### src/rtl/ffld_pkg.sv
package ffld_pkg;
  typedef enum logic [1:0] {
    ST_IDLE  = 2'd0,
    ST_ISSUE = 2'd1,
    ST_WAIT  = 2'd2,
    ST_FIN   = 2'd3
  } seq_state_t;
endpackage

### src/rtl/ffld_lane_pick.sv
// Finds the lowest set bit of a lane vector.
module ffld_lane_pick #(
  parameter int LANES = 8,
  localparam int IW = $clog2(LANES)
) (
  input  logic [LANES-1:0] bits,
  output logic             found,
  output logic [IW-1:0]    idx
);
  always_comb begin
    found = 1'b0;
    idx   = '0;
    for (int i = LANES - 1; i >= 0; i--) begin
      if (bits[i]) begin
        found = 1'b1;
        idx   = IW'(i);
      end
    end
  end
endmodule

### src/rtl/ffld_tail_mask.sv
// keep[i] is 1 for every lane strictly below idx.
module ffld_tail_mask #(
  parameter int LANES = 8,
  localparam int IW = $clog2(LANES)
) (
  input  logic [IW-1:0]    idx,
  output logic [LANES-1:0] keep
);
  for (genvar g = 0; g < LANES; g++) begin : g_keep
    assign keep[g] = (IW'(g) < idx);
  end
endmodule

### src/rtl/ffld_seq.sv
module ffld_seq
  import ffld_pkg::*;
#(
  parameter int LANES  = 8,
  parameter int ELEM_W = 16,
  parameter int ADDR_W = 16,
  localparam int IW    = $clog2(LANES),
  localparam int DW    = LANES * ELEM_W,
  localparam int EB    = ELEM_W / 8
) (
  input  logic              clk,
  input  logic              rst_n,
  input  logic              start,
  input  logic [ADDR_W-1:0] base_addr,
  input  logic [LANES-1:0]  pred,
  input  logic              ffr_setall,
  output logic              busy,
  output logic              done,
  output logic              fault_exc,
  output logic [LANES-1:0]  ffr,
  output logic [DW-1:0]     dst_data,
  output logic              req_valid,
  input  logic              req_ready,
  output logic [ADDR_W-1:0] req_addr,
  input  logic              resp_valid,
  output logic              resp_ready,
  input  logic [ELEM_W-1:0] resp_data,
  input  logic              resp_err
);
  seq_state_t        state;
  logic [LANES-1:0]  pend_q;     // active lanes still to load
  logic [LANES-1:0]  pred_q;     // predicate of the current load
  logic [ADDR_W-1:0] base_q;
  logic              first_q;    // next lane is the first active one
  logic              exc_q;
  logic [DW-1:0]     dbuf;       // shadow destination
  logic              cur_found;
  logic [IW-1:0]     cur_idx;
  logic [LANES-1:0]  keep_mask;
  logic [LANES-1:0]  cur_onehot;
  logic              more_left;

  ffld_lane_pick #(.LANES(LANES)) u_pick (
    .bits (pend_q),
    .found(cur_found),
    .idx  (cur_idx)
  );

  ffld_tail_mask #(.LANES(LANES)) u_tail (
    .idx (cur_idx),
    .keep(keep_mask)
  );

  assign cur_onehot = LANES'(1) << cur_idx;
  assign more_left  = |(pend_q & ~cur_onehot);
  assign busy       = (state != ST_IDLE);
  assign req_valid  = (state == ST_ISSUE);
  assign resp_ready = (state == ST_WAIT);
  assign req_addr   = base_q + ADDR_W'(ADDR_W'(cur_idx) * ADDR_W'(EB));

  always_ff @(posedge clk) begin
    if (!rst_n) begin
      state     <= ST_IDLE;
      pend_q    <= '0;
      pred_q    <= '0;
      base_q    <= '0;
      first_q   <= 1'b0;
      exc_q     <= 1'b0;
      dbuf      <= '0;
      ffr       <= '1;
      dst_data  <= '0;
      done      <= 1'b0;
      fault_exc <= 1'b0;
    end else begin
      done      <= 1'b0;
      fault_exc <= 1'b0;
      case (state)
        ST_IDLE: begin
          if (ffr_setall) ffr <= '1;
          if (start) begin
            pend_q  <= pred;
            pred_q  <= pred;
            base_q  <= base_addr;
            first_q <= 1'b1;
            exc_q   <= 1'b0;
            dbuf    <= '0;
            state   <= (|pred) ? ST_ISSUE : ST_FIN;
          end
        end
        ST_ISSUE: begin
          if (req_ready) state <= ST_WAIT;
        end
        ST_WAIT: begin
          if (resp_valid) begin
            if (resp_err) begin
              if (first_q) exc_q <= 1'b1;
              else         ffr   <= ffr & keep_mask;
              state <= ST_FIN;
            end else begin
              dbuf[int'(cur_idx) * ELEM_W +: ELEM_W] <= resp_data;
              pend_q  <= pend_q & ~cur_onehot;
              first_q <= 1'b0;
              state   <= more_left ? ST_ISSUE : ST_FIN;
            end
          end
        end
        ST_FIN: begin
          done      <= 1'b1;
          fault_exc <= exc_q;
          if (!exc_q) dst_data <= dbuf;
          state     <= ST_IDLE;
        end
        default: state <= ST_IDLE;
      endcase
    end
  end

  // request held until accepted
  a_r9_req_hold: assert property (@(posedge clk) disable iff (!rst_n)
    req_valid && !req_ready |=> req_valid && $stable(req_addr));
  // never waiting for a response while requesting
  a_r9_one_outstanding: assert property (@(posedge clk) disable iff (!rst_n)
    !(resp_ready && req_valid));
  // only active lanes reach memory
  a_r2_active_only: assert property (@(posedge clk) disable iff (!rst_n)
    req_valid |-> cur_found && pred_q[cur_idx]);
  // done is a single pulse
  a_r8_done_pulse: assert property (@(posedge clk) disable iff (!rst_n)
    done |=> !done);
  // exception only reported with done
  a_r4_exc_with_done: assert property (@(posedge clk) disable iff (!rst_n)
    fault_exc |-> done);
  // while busy, fault-mask bits can only be cleared
  a_r7_no_set_busy: assert property (@(posedge clk) disable iff (!rst_n)
    busy |=> ((ffr & ~$past(ffr)) == '0));
  // exception leaves the destination untouched
  a_r4_dst_kept: assert property (@(posedge clk) disable iff (!rst_n)
    fault_exc |-> $stable(dst_data));
endmodule

### config.mk
export PLATFORM = sky130hd
export DESIGN_NAME = ffld_seq
export DESIGN_NICKNAME = d
export VERILOG_FILES = /design/src/rtl/ffld_pkg.sv /design/src/rtl/ffld_lane_pick.sv /design/src/rtl/ffld_tail_mask.sv /design/src/rtl/ffld_seq.sv
export SDC_FILE = /design/constraint.sdc
export NUM_CORES = 1
export LEC_CHECK = 0
export ABC_CLOCK_PERIOD_IN_PS = 5520
export BUFFER_PORTS_ARGS = -buffer_cell sky130_fd_sc_hd__buf_2
export CAP_MARGIN = 5
export CORE_MARGIN = 8
export CORE_UTILIZATION = 50
export DETAILED_ROUTE_END_ITERATION = 7
export HOLD_SLACK_MARGIN = 0.05
export PLACE_DENSITY = 0.75
export SLEW_MARGIN = 0
export SYNTH_ARGS = -nofsm -noshare
export SYNTH_HDL_FRONTEND = slang
export SYNTH_SLANG_ARGS = --single-unit
### constraint.sdc
create_clock -name clk -period 5.52 [get_ports clk]
set_input_delay 0.276 -clock clk [delete_from_list [all_inputs] [get_ports clk]]
set_output_delay 0.276 -clock clk [all_outputs]
set_load 0.01 [all_outputs]
Word-level counts from Yosys, hierarchy flattened
Index checks and enable logic that the tools add are counted.

Word-level logic and storage cells: 89. Register bits: 294.

Bitwise operators: 4. Mux-type cells: 39. Add/sub/neg operators: 2. Shifts and indexed selects: 3. $lt $le $gt $ge: 8. Eq/ne operators: 11. Reduce and logical (&&, ||, !) cells: 12.

Operators with widths (number): 128-bit two-way mux (3); 128-bit one-hot mux with 2 select lines (1); 128-bit bitwise mux (1); 16-bit by 33-bit variable shift with 128-bit output (first input constant) (1); 16-bit by 33-bit indexed part select with 128-bit output (1); 8-bit two-way mux (7); 7-bit negation with 33-bit output (1); 8-bit one-hot mux with 2 select lines (2); 3-bit two-way mux (8); 16-bit by 4-bit adder with 16-bit output (1); 8-bit bitwise AND (2); 8-bit OR reduction (2); 3-bit less-than comparator (first input constant) (4); 2-bit two-way mux (6); 2-bit != test (second input constant) (5); 5-bit AND reduction (2); 1-bit two-way mux (8); 8-bit inverter (1); 2-bit one-hot mux with 4 select lines (1); 1-bit by 3-bit left shift with 8-bit output (first input constant) (1); 1-bit by 3-bit less-than comparator with 1-bit output (first input constant) (2); 2-bit by 3-bit less-than comparator with 1-bit output (first input constant) (2); 2-bit by 1-bit != test with 1-bit output (second input constant) (3); 2-bit AND reduction (3); other kinds (8) (11).

Depth between registers and ports, before layout
Word-level depth: 16. Depth in mapped cells: 14.

By module
A second synthesis with hierarchy kept.

Cell total of the unflattened synthesis: 1341. Area total of the unflattened synthesis: 11792.6 um^2.

Modules (own cells, without submodules): ffld_seq (times used 1, area each 11649.9 um^2, seq. area each 5885.6 um^2, cells each 1319); ffld_lane_pick (times used 1, area each 80.1 um^2, seq. area each 0.0 um^2, cells each 13); ffld_tail_mask (times used 1, area each 62.6 um^2, seq. area each 0.0 um^2, cells each 9).

Worst setup path before layout
Ideal clock, no wire load.

Path kind: reg2out. Start: reg pend_q[3]. End: out req_addr[13]. Arrival time: 2646 ps. Data required time: 5244 ps. Stages on the path, launching flop included: 13. Path slack: 2598 ps. Cells stage by stage: dfxtp_1 -> inv_1 -> a221o_2 -> a21o_4 -> inv_1 -> ha_1 -> inv_1 -> fa_1 -> nor2b_1 -> nor2_1 -> nor2_1 -> nand3_1 -> xnor2_1.

Cells in the longest elaborated chain, start to end: 5.

Ends and longest elaborated chain: from (decl) (RTL line ffld_seq.sv:31) `logic [LANES-1:0] pend_q;`; from (signal assigned) (RTL line ffld_seq.sv:81) `pend_q <= pred;`; from (signal assigned) (RTL line ffld_seq.sv:101) `pend_q <= pend_q & ~cur_onehot;`; 3-bit two-way mux (4 in series) (RTL line ffld_lane_pick.sv:14) `if (bits[i]) begin`; 16-bit by 4-bit adder with 16-bit output (RTL line ffld_seq.sv:59) `assign req_addr = base_q + ADDR_W'(ADDR_W'(cur_idx) * ADDR_W'(EB));`; to (decl) (RTL line ffld_seq.sv:24) `output logic [ADDR_W-1:0] req_addr,`.

Every way passes these cells.

Worst setup path after layout
Ends and elaborated chain as after synthesis.

==> Implementation_results.wiki <==
{| class="wikitable"
! Metric !! Value
|-
| Die span in x || 167 microns
|-
| Peak supply drop || 0.224 mV
|-
| Detail Route Antenna Nets || 0
|-
| Critical path arrival || 3770 ps
|-
| First-pass GRT wire length || 49800 microns
|-
| Max_cap viols || 0
|-
| Starting Density || 50.6%
|-
| Area enclosed by the die boundary || 27900 sq um
|-
| Area of the mapped netlist || 11400 sq um
|-
| Synthesis-to-layout area growth || 20.6%
|-
| HPWL reported at the end of detailed placement || 19900 microns
|-
| Inserted Clock Buffers || 30
|-
| Result of the run || complete, no violations
|-
| Number of buffers inserted by port buffering || 203
|-
| Initial antenna violation count || 1
|-
| Layout Skew || 11.9 ps
|-
| Largest net degree at the start of global routing || 127
|-
| Vertical die dimension || 167 microns
|-
| I/O pin total || 204
|-
| Filler-free cell count of the finished design || 1801
|-
| Avg WL per Cell || 17.3 microns
|-
| Reg2Reg Depth || 11
|-
| R2r setup slk || 1560 ps
|-
| TritonCTS clock tree || yes
|-
| Initial drt markers || 830
|-
| Hold violation total from the final report || 0
|-
| RSZ-0062 raised after global routing || no
|-
| Leakage power of the design || 5.28 nW
|-
| Total vias in the final route || 9626
|-
| Share of synthesized flip-flops with an asynchronous set or reset || 0%
|-
| Max frequency || 247 MHz
|-
| Relative slew slack || 18.6%
|-
| Clock Sinks || 294
|-
| Dominant cell by count in the synthesized netlist || sky130_fd_sc_hd__nand2_1
|-
| Class of the tightest hold or removal check || input pin to flop
|-
| GRT Residual Overflow || 0
|-
| Number of different library cells in the post-synthesis netlist || 57
|-
| Total nets after synthesis || 1373
|-
| Library cell occupying the most area in the post-synthesis netlist || sky130_fd_sc_hd__dfxtp_1
|-
| Resized Gates After CTS || 0
|-
| Power after layout || 4.70 mW
|-
| Number of synthesized flops with an enable pin || 0
|-
| Mean number of vias per cell || 5.34
|-
| CTS max path bufs || 3
|-
| Setup TNS || 0 ps
|-
| Final Max Slew Viols || 0
|-
| Vias in the first global route || 9387
|-
| Net count of the finished layout || 1552
|-
| Cell types occupying the most area after synthesis || sky130_fd_sc_hd__dfxtp_1 52%, sky130_fd_sc_hd__nand2_1 14%, sky130_fd_sc_hd__a21boi_0 9.7%, sky130_fd_sc_hd__mux2i_1 5.7%, sky130_fd_sc_hd__o21ai_0 3.2%
|-
| Syn avg cell area || 8.67 sq um
|-
| Kind of capture point of the worst setup path || output port
|-
| Cell count after placement || 1712
|-
| Post-layout minimum cycle time || 4040 ps
|-
| Proportion of layout cells with a drive suffix above 1 || 17.6%
|-
| Clock root buffer || sky130_fd_sc_hd__clkbuf_16
|-
| Total routing resource utilization after global routing || 21.6%
|-
| Most used flip-flop cell after synthesis || sky130_fd_sc_hd__dfxtp_1
|-
| Total power density per cell area || 342 nW/um^2
|-
| Remaining routing DRC violations || 0
|-
| Cell count after synthesis || 1315
|-
| Number of register bits inferred by synthesis || 294
|-
| Worst-Margin Slew || 1220 ps
|-
| Synth top cells by count || 426 x sky130_fd_sc_hd__nand2_1, 294 x sky130_fd_sc_hd__dfxtp_1, 148 x sky130_fd_sc_hd__a21boi_0
|-
| Fraction of synthesized cell area taken by the top area cell type || 51.6%
|-
| Core Footprint || 22500 sq um
|-
| Clk Latency, worst-skew pair || 550 ps
|-
| Number of detailed-routing iterations run before antenna repair || 5
|-
| Worst Path Max Fanout || 7
|-
| Clock input transition at the sequential cells of the worst setup and hold paths || 70 ps
|-
| Final period utilization || 73.3%
|-
| Final setup violation count || 0
|-
| Post-detailed-routing wire length || 31200 microns
|-
| Worst slack on hold paths || 80.0 ps
|-
| Weighted congestion at the end of routability-driven global placement || 0.926
|-
| Number of cells on the worst hold path || 3
|-
| Number of rows created at floorplan || 55
|-
| Critical Path RT || 5240 ps
|-
| Type of origin of the critical path || flop
|-
| Fraction of the yosys area taken by sequential cells || 51.6%
|-
| Number of warnings printed during yosys synthesis || 0
|-
| CTS H-Tree Depth || 1
|-
| Kind of critical path || flop to output port
|}
-- metal layers --
metal,GRT usage (%),routed length (microns)
met5,0,0
met2,35.2,14100
met3,5.22,2450
met4,8.15,1030
met1,27.3,13600
-- where the power goes --
group	switching [mW]	internal [mW]
sequential	0.0331	2.15
clock	0.814	1.18
combinational	0.348	0.175
total	1.19	3.50
-- path summary, 6_finish.rpt --
check / from / to
setup reg to reg: pend_q[7] / dbuf[100]
setup / recovery: pend_q[3] / req_addr[13]
hold / removal: resp_data[15] / dbuf[15]
hold reg to reg: ffr[1] / ffr[1]
-- cell type report --
type	count	area [sq um]
diodes	1	2.50
clock buffers	40	820
clock inverters	13	145
fillers	1947	8750
inverters	13	48.8
multi-input cells	911	5080
flip-flops and latches	294	5890
well taps	285	357
repair buffers	244	1410
-- timing repair --
| item | CTS | global route |
|---|---|---|
| endpoints found under the setup margin | 0 | 0 |
| hold buffers | 35 | 0 |
| endpoints found under the hold margin | 50 | 0 |
| buffers inserted | 0 | 0 |
-- cells in the final DEF, fill, tap and decap left out, types with 7 or more instances in the layout --
cell type                       Yosys  layout
sky130_fd_sc_hd__a21boi_0         148     148
sky130_fd_sc_hd__and2_1             8       7
sky130_fd_sc_hd__buf_2              8     202
sky130_fd_sc_hd__buf_4              6       7
sky130_fd_sc_hd__clkbuf_1          77       8
sky130_fd_sc_hd__clkbuf_16          0      31
sky130_fd_sc_hd__clkinv_2           0       8
sky130_fd_sc_hd__dfxtp_1          294     294
sky130_fd_sc_hd__dlygate4sd3_1      0      35
sky130_fd_sc_hd__ha_1              10      10
sky130_fd_sc_hd__inv_1             13      13
sky130_fd_sc_hd__mux2i_1           65      65
sky130_fd_sc_hd__nand2_1          426     426
sky130_fd_sc_hd__nand3_1           70      70
sky130_fd_sc_hd__nor2_1            16      15
sky130_fd_sc_hd__nor2b_1           10      10
sky130_fd_sc_hd__o21ai_0           74      74
sky130_fd_sc_hd__xnor2_1           11      11
-- critical path: stages, from the launching register on --
cell and delay, ps:
sky130_fd_sc_hd__dfxtp_1 420, sky130_fd_sc_hd__inv_1 100, sky130_fd_sc_hd__a221o_2 450, sky130_fd_sc_hd__a21o_4 280
sky130_fd_sc_hd__inv_1 240, sky130_fd_sc_hd__ha_1 220, sky130_fd_sc_hd__inv_1 50, sky130_fd_sc_hd__fa_1 410
sky130_fd_sc_hd__nor2b_1 160, sky130_fd_sc_hd__nor2_1 50, sky130_fd_sc_hd__nor2_1 300, sky130_fd_sc_hd__nand3_1 150
sky130_fd_sc_hd__xnor2_1 210, sky130_fd_sc_hd__buf_2 170
-- state kept, by name, summed over array words and instances (netlist names) --
signal,count
dst_data,128
first_q,1
dbuf,128
pend_q,8
fault_exc,1
done,1
state,2
ffr,8
base_q,16
exc_q,1
-- kinds of logic after synthesis --
group                      after synthesis  synth area share (%)
and+or+nand+nor                        565                  20.9
DFF                                    294                  51.6
AOI/OAI and AO/OA                      255                  15.3
buffers and inverters                  110                  3.97
muxes                                   67                  5.91
xor gates and xnor gates                13                 0.999
adders and majority gates               11                  1.27
-- through the flow --
step	setup WS, ps	utilization [%]	area (sq um)
floorplan	2600	-	11400
global placement	1890	55.2	12400
detailed placement	1710	55.2	12400
CTS	1540	61.1	13700
global route	1060	61.1	13700
finish	1480	61.1	13700
(Power assumes the default switching activity.)
